### config.mk
export PLATFORM = sky130hd
export DESIGN_NAME = burst_addr_gen
export DESIGN_NICKNAME = d
export VERILOG_FILES = /design/src/rtl/burst_pkg.sv /design/src/rtl/burst_ctrl.sv /design/src/rtl/burst_datapath.sv /design/src/rtl/burst_addr_gen.sv
export SDC_FILE = /design/constraint.sdc
export NUM_CORES = 1
export LEC_CHECK = 0
export BUFFER_PORTS_ARGS = -buffer_cell sky130_fd_sc_hd__buf_2
export CAP_MARGIN = 20
export CORE_MARGIN = 1.5
export CORE_UTILIZATION = 47
export CTS_CLUSTER_SIZE = 28
export DETAILED_ROUTE_END_ITERATION = 6
export PLACE_DENSITY = 0.82
export SLEW_MARGIN = 25
export SYNTH_ARGS = -nofsm -noshare
export SYNTH_HDL_FRONTEND = slang
export SYNTH_SLANG_ARGS = --single-unit
export TNS_END_PERCENT = 50
### constraint.sdc
create_clock -name clk -period 2.7 [get_ports clk]
set_input_delay 0.27 -clock clk [delete_from_list [all_inputs] [get_ports clk]]
set_output_delay 0.27 -clock clk [all_outputs]
set_load 0.1 [all_outputs]
### src/rtl/burst_pkg.sv
package burst_pkg;

  // Strobes from the control decode to the address datapath.
  typedef struct packed {
    logic load;   // latch a new start address
    logic step;   // move to the next beat
  } burstStrobes_t;

endpackage

### src/rtl/burst_ctrl.sv
module burst_ctrl
  import burst_pkg::*;
(
  input  logic          clkEn,
  input  logic          loadStb,
  input  logic          advStb,
  output burstStrobes_t strobes
);

  // A disabled edge does nothing. Load has priority over step.
  always_comb begin
    strobes.load = clkEn & loadStb;
    strobes.step = clkEn & advStb & ~loadStb;
  end

endmodule

### src/rtl/burst_datapath.sv
module burst_datapath
  import burst_pkg::*;
#(
  parameter int ADDR_W    = 19,
  parameter int BURST_LEN = 4
) (
  input  logic              clk,
  input  logic              rstN,
  input  burstStrobes_t     strobes,
  input  logic              seqInterleave,
  input  logic [ADDR_W-1:0] extAddr,
  output logic [ADDR_W-1:0] curAddr
);

  localparam int BEAT_W = $clog2(BURST_LEN);

  logic [ADDR_W-1:BEAT_W] upperQ;
  logic [BEAT_W-1:0]      seedQ;
  logic [BEAT_W-1:0]      beatQ;
  logic [BEAT_W-1:0]      xorOffset;
  logic [BEAT_W-1:0]      addOffset;
  logic [BEAT_W-1:0]      beatOffset;

  always_ff @(posedge clk or negedge rstN) begin
    if (!rstN) begin
      upperQ <= '0;
      seedQ  <= '0;
      beatQ  <= '0;
    end else if (strobes.load) begin
      upperQ <= extAddr[ADDR_W-1:BEAT_W];
      seedQ  <= extAddr[BEAT_W-1:0];
      beatQ  <= '0;
    end else if (strobes.step) begin
      beatQ  <= beatQ + 1'b1;   // the natural wrap gives the burst wrap
    end
  end

  // Each bit of the interleaved offset flips on its own.
  for (genvar b = 0; b < BEAT_W; b++) begin : g_xorBit
    assign xorOffset[b] = seedQ[b] ^ beatQ[b];
  end

  assign addOffset  = seedQ + beatQ;
  assign beatOffset = seqInterleave ? xorOffset : addOffset;
  assign curAddr    = {upperQ, beatOffset};

  AST_BEAT_RESTART: assert property (@(posedge clk) disable iff (!rstN)
    strobes.load |=> (beatQ == '0));

  AST_BEAT_STEP: assert property (@(posedge clk) disable iff (!rstN)
    strobes.step |=> (beatQ == BEAT_W'($past(beatQ) + 1'b1)));

  AST_SEED_KEPT: assert property (@(posedge clk) disable iff (!rstN)
    !strobes.load |=> $stable(seedQ));

endmodule

### src/rtl/burst_addr_gen.sv
module burst_addr_gen
  import burst_pkg::*;
#(
  parameter int ADDR_W    = 19,
  parameter int BURST_LEN = 4
) (
  input  logic              clk,
  input  logic              rstN,
  input  logic              clkEn,
  input  logic              loadStb,
  input  logic              advStb,
  input  logic              seqInterleave,
  input  logic [ADDR_W-1:0] extAddr,
  output logic [ADDR_W-1:0] curAddr
);

  localparam int BEAT_W = $clog2(BURST_LEN);

  burstStrobes_t strobes;

  burst_ctrl u_ctrl (
    .clkEn   (clkEn),
    .loadStb (loadStb),
    .advStb  (advStb),
    .strobes (strobes)
  );

  burst_datapath #(
    .ADDR_W    (ADDR_W),
    .BURST_LEN (BURST_LEN)
  ) u_dp (
    .clk           (clk),
    .rstN          (rstN),
    .strobes       (strobes),
    .seqInterleave (seqInterleave),
    .extAddr       (extAddr),
    .curAddr       (curAddr)
  );

  AST_LOAD_TAKES_ADDR: assert property (@(posedge clk) disable iff (!rstN)
    (clkEn && loadStb) |=> (curAddr == $past(extAddr)));

  AST_STALL_HOLD: assert property (@(posedge clk) disable iff (!rstN)
    !clkEn |=> $stable(curAddr));

  AST_IDLE_HOLD: assert property (@(posedge clk) disable iff (!rstN)
    (clkEn && !loadStb && !advStb) |=> $stable(curAddr));

  AST_UPPER_FIXED: assert property (@(posedge clk) disable iff (!rstN)
    (clkEn && !loadStb && advStb) |=>
      (curAddr[ADDR_W-1:BEAT_W] == $past(curAddr[ADDR_W-1:BEAT_W])));

endmodule

==> out/results.txt <==
Min cycle time layout -> 1890 ps
Worst hold path depth -> 2
Period utilisation layout -> 70.1%
GRT Resource Usage Total -> 16.5%
# IOs -> 44
Rel. slew slack -> 67.6%
CP max FO -> 5
Mapped Area -> 882 um^2
Fmax -> 528 MHz
Global placer's final weighted congestion -> 0.639
CP Class -> flop to output pin
Setup-failing EPs final -> 0
Synth Flop Type -> dfrtp_1
Deepest clock path buffer count -> 2
Yosys reg bits -> 21
Clock Tree Root -> clkbuf_4
Pwr Density -> 894 nW/um^2
Sw frac -> 49.8%
Number of remaining DRC errors -> 0
First-pass GRT wire length -> 2430 um
Clock Pin Slew Worst Setup and Hold Paths -> 110 ps
Sw Pwr -> 0.000514 W
Inserted Diodes -> 0
DIE WIDTH -> 46.3 um
HPWL Detailed -> 1190 um
Synth top area share -> 59.6%
# port buffers -> 43
H-tree depth -> 1
Vias/cell -> 4.68
RSZ-0062 raised after global routing -> false
Die Height -> 46.3 um
Largest area contributor in the netlist -> dfrtp_1
Internal power -> 0.000517 W
Core Footprint -> 1750 um^2
Hold Crit Endpoint -> u_dp.upperQ[2]$_DFFE_PN0N_
Number of global-route vias before repair -> 579
Via Count -> 594
Largest net degree at the start of global routing -> 22
R2R Setup Slk -> 1840 ps
Max VDD drop -> 0.608 mV
Clk_skew -> 2.48 ps
Gr ovfl total -> 0
Pin slew with the least headroom to its limit -> 489 ps
Hold Vio Cnt, Final -> 0
Initial DRC Count -> 3
Worst slack, placed -> 1130 ps
Drt total wl -> 1620 um
Post-CTS Setup Bufs -> 0
Seq/Total Area, Yosys -> 59.6%
Status -> complete, no violations
Avg Cell Area, Syn -> 16.0 um^2
Post-synth EDFFs -> 0
Ys async rst share -> 100%
Max-Cap Viols -> 0
Initial antenna violation count -> 0
CTS Buf Count -> 3
Share of total power in the clock network -> 14.2%
Fin nets -> 129
Slew Limit Fails -> 0
Die area -> 2150 um^2
Worst r2r path cells -> 3
Worst skew pair latency -> 290 ps
Avg WL per Cell -> 12.8 um
Synth cell count leaders -> dfrtp_1 (21), mux2_4 (10), mux2_2 (9)
Required @ worst endpoint -> 2430 ps
Gate power share -> 48.6%
Min-delay worst type -> input port to flop
LEAKAGE -> 0.603 nW
Syn nets -> 81
Power share of the sequential group -> 37.2%
Synth warn -> 0
Routed Antenna Nets -> 0
Final WS setup -> 806 ps
Layout area overhead -> 30.8%
Layout cells sized above 1 -> 64.7%
Critical path launch point type -> flop
CTS sink count -> 21
Initial Util -> 50.5%
Worst EP arrival -> 1620 ps
Crit end category -> output pin
Most instantiated library cell after synthesis -> dfrtp_1
Setup TNS -> 0 ps
FF-to-FF Start -> u_dp.beatQ[0]$_DFFE_PN0P_
Hold path start -> extAddr[2]
Yosys cell types -> 14
Site row count -> 15
Post-synthesis instance total -> 55
Synth area leaders -> dfrtp_1 (60%), mux2_4 (17%), mux2_2 (11%)
CTS tree -> built
FF-to-FF End -> u_dp.beatQ[1]$_DFFE_PN0P_
Detailed Routing Iterations Pass 1 -> 2
state kept, by name (all words and copies together) (netlist names):
signal	flops
u_dp.upperQ	17
u_dp.beatQ	2
u_dp.seedQ	2
what timing repair did:
| item | CTS | global route |
|---|---|---|
| setup endpoints to repair | 0 | 0 |
| resized for setup | 0 | 0 |
| hold buffers | 1 | 0 |
| hold endpoints to repair | 21 | 0 |
worst max-delay path, cell delays in order, from the launching register on:
cell and delay [ps]:
dfrtp_1 440, ha_1 200, nor2b_1 130, xnor2_1 120
buf_2 440
through the flow:
step	hold slack [ps]	util [%]	power [W]	instances	area, um^2
after floorplan	-25.6	-	0.000809	55	882
after CTS	188	66.1	0.00104	127	1150
after detailed placement	249	64.0	0.000892	122	1120
after global routing	184	66.1	0.00107	127	1150
final	197	66.1	0.00103	127	1150
after global placement	235	64.0	0.000884	122	1120
area by class of cell:
class | count | area (um^2)
fill | 158 | 592
sequential | 21 | 526
multi-input combinational | 32 | 342
timing repair buffer | 44 | 225
tap | 25 | 31.3
clock buffer | 4 | 26.3
inverter | 1 | 3.75
how the worst max path moves through the flow:
stage | depth (start not counted) | to | from | slack (ps)
global route | 4 | curAddr[1] | u_dp.beatQ[0]$_DFFE_PN0P_ | 720
CTS | 4 | curAddr[1] | u_dp.beatQ[0]$_DFFE_PN0P_ | 780
detailed placement | 4 | curAddr[1] | u_dp.beatQ[0]$_DFFE_PN0P_ | 1130
finish | 4 | curAddr[1] | u_dp.beatQ[0]$_DFFE_PN0P_ | 810
floorplan | 3 | curAddr[1] | u_dp.beatQ[0]$_DFFE_PN0P_ | 160
global placement | 4 | curAddr[1] | u_dp.beatQ[0]$_DFFE_PN0P_ | 1170
cells by family after synthesis:
group,synth area share [%]
flip-flops,59.6
multiplexers,28.5
AO/OA/AOI/OAI,2.84
AND/OR/NAND/NOR,3.97
XOR/XNOR,1.99
buffers and inverters,1.70
adder cells (fa/ha/maj),1.42
power by group through the flow:
stage	clock (W)	sequential (W)	combinational (W)
after detailed placement	0	0.000389	0.000503
after CTS	0.000155	0.000384	0.000504
after global routing	0.000163	0.000389	0.000517
after global placement	0	0.000387	0.000497
after floorplan	0	0.000667	0.000142
final	0.000146	0.000384	0.000501
cell usage in the layout (no fill, tap or decap), drive strengths merged:
cell / synthesis / routed
ha: 1 / 1
inv: 1 / 1
nand3b: 1 / 1
xnor2: 2 / 2
a21oi: 1 / 1
buf: 1 / 43
dlygate4sd3: 0 / 1
nand2: 2 / 2
mux2: 19 / 19
nand2b: 1 / 1
nor2b: 1 / 1
dfrtp: 21 / 21
o21ai: 4 / 4
clkbuf: 0 / 4
layer usage:
metal | track usage [%] | wire, um | vias to the layer above
li1 | - | - | 285
met3 | 2.35 | 56 | 0
met4 | 6.86 | 0 | 0
met2 | 28.9 | 874 | 18
met5 | 0 | 0 | -
met1 | 20.0 | 690 | 291
No activity file was read; power rests on OpenSTA's default activity.
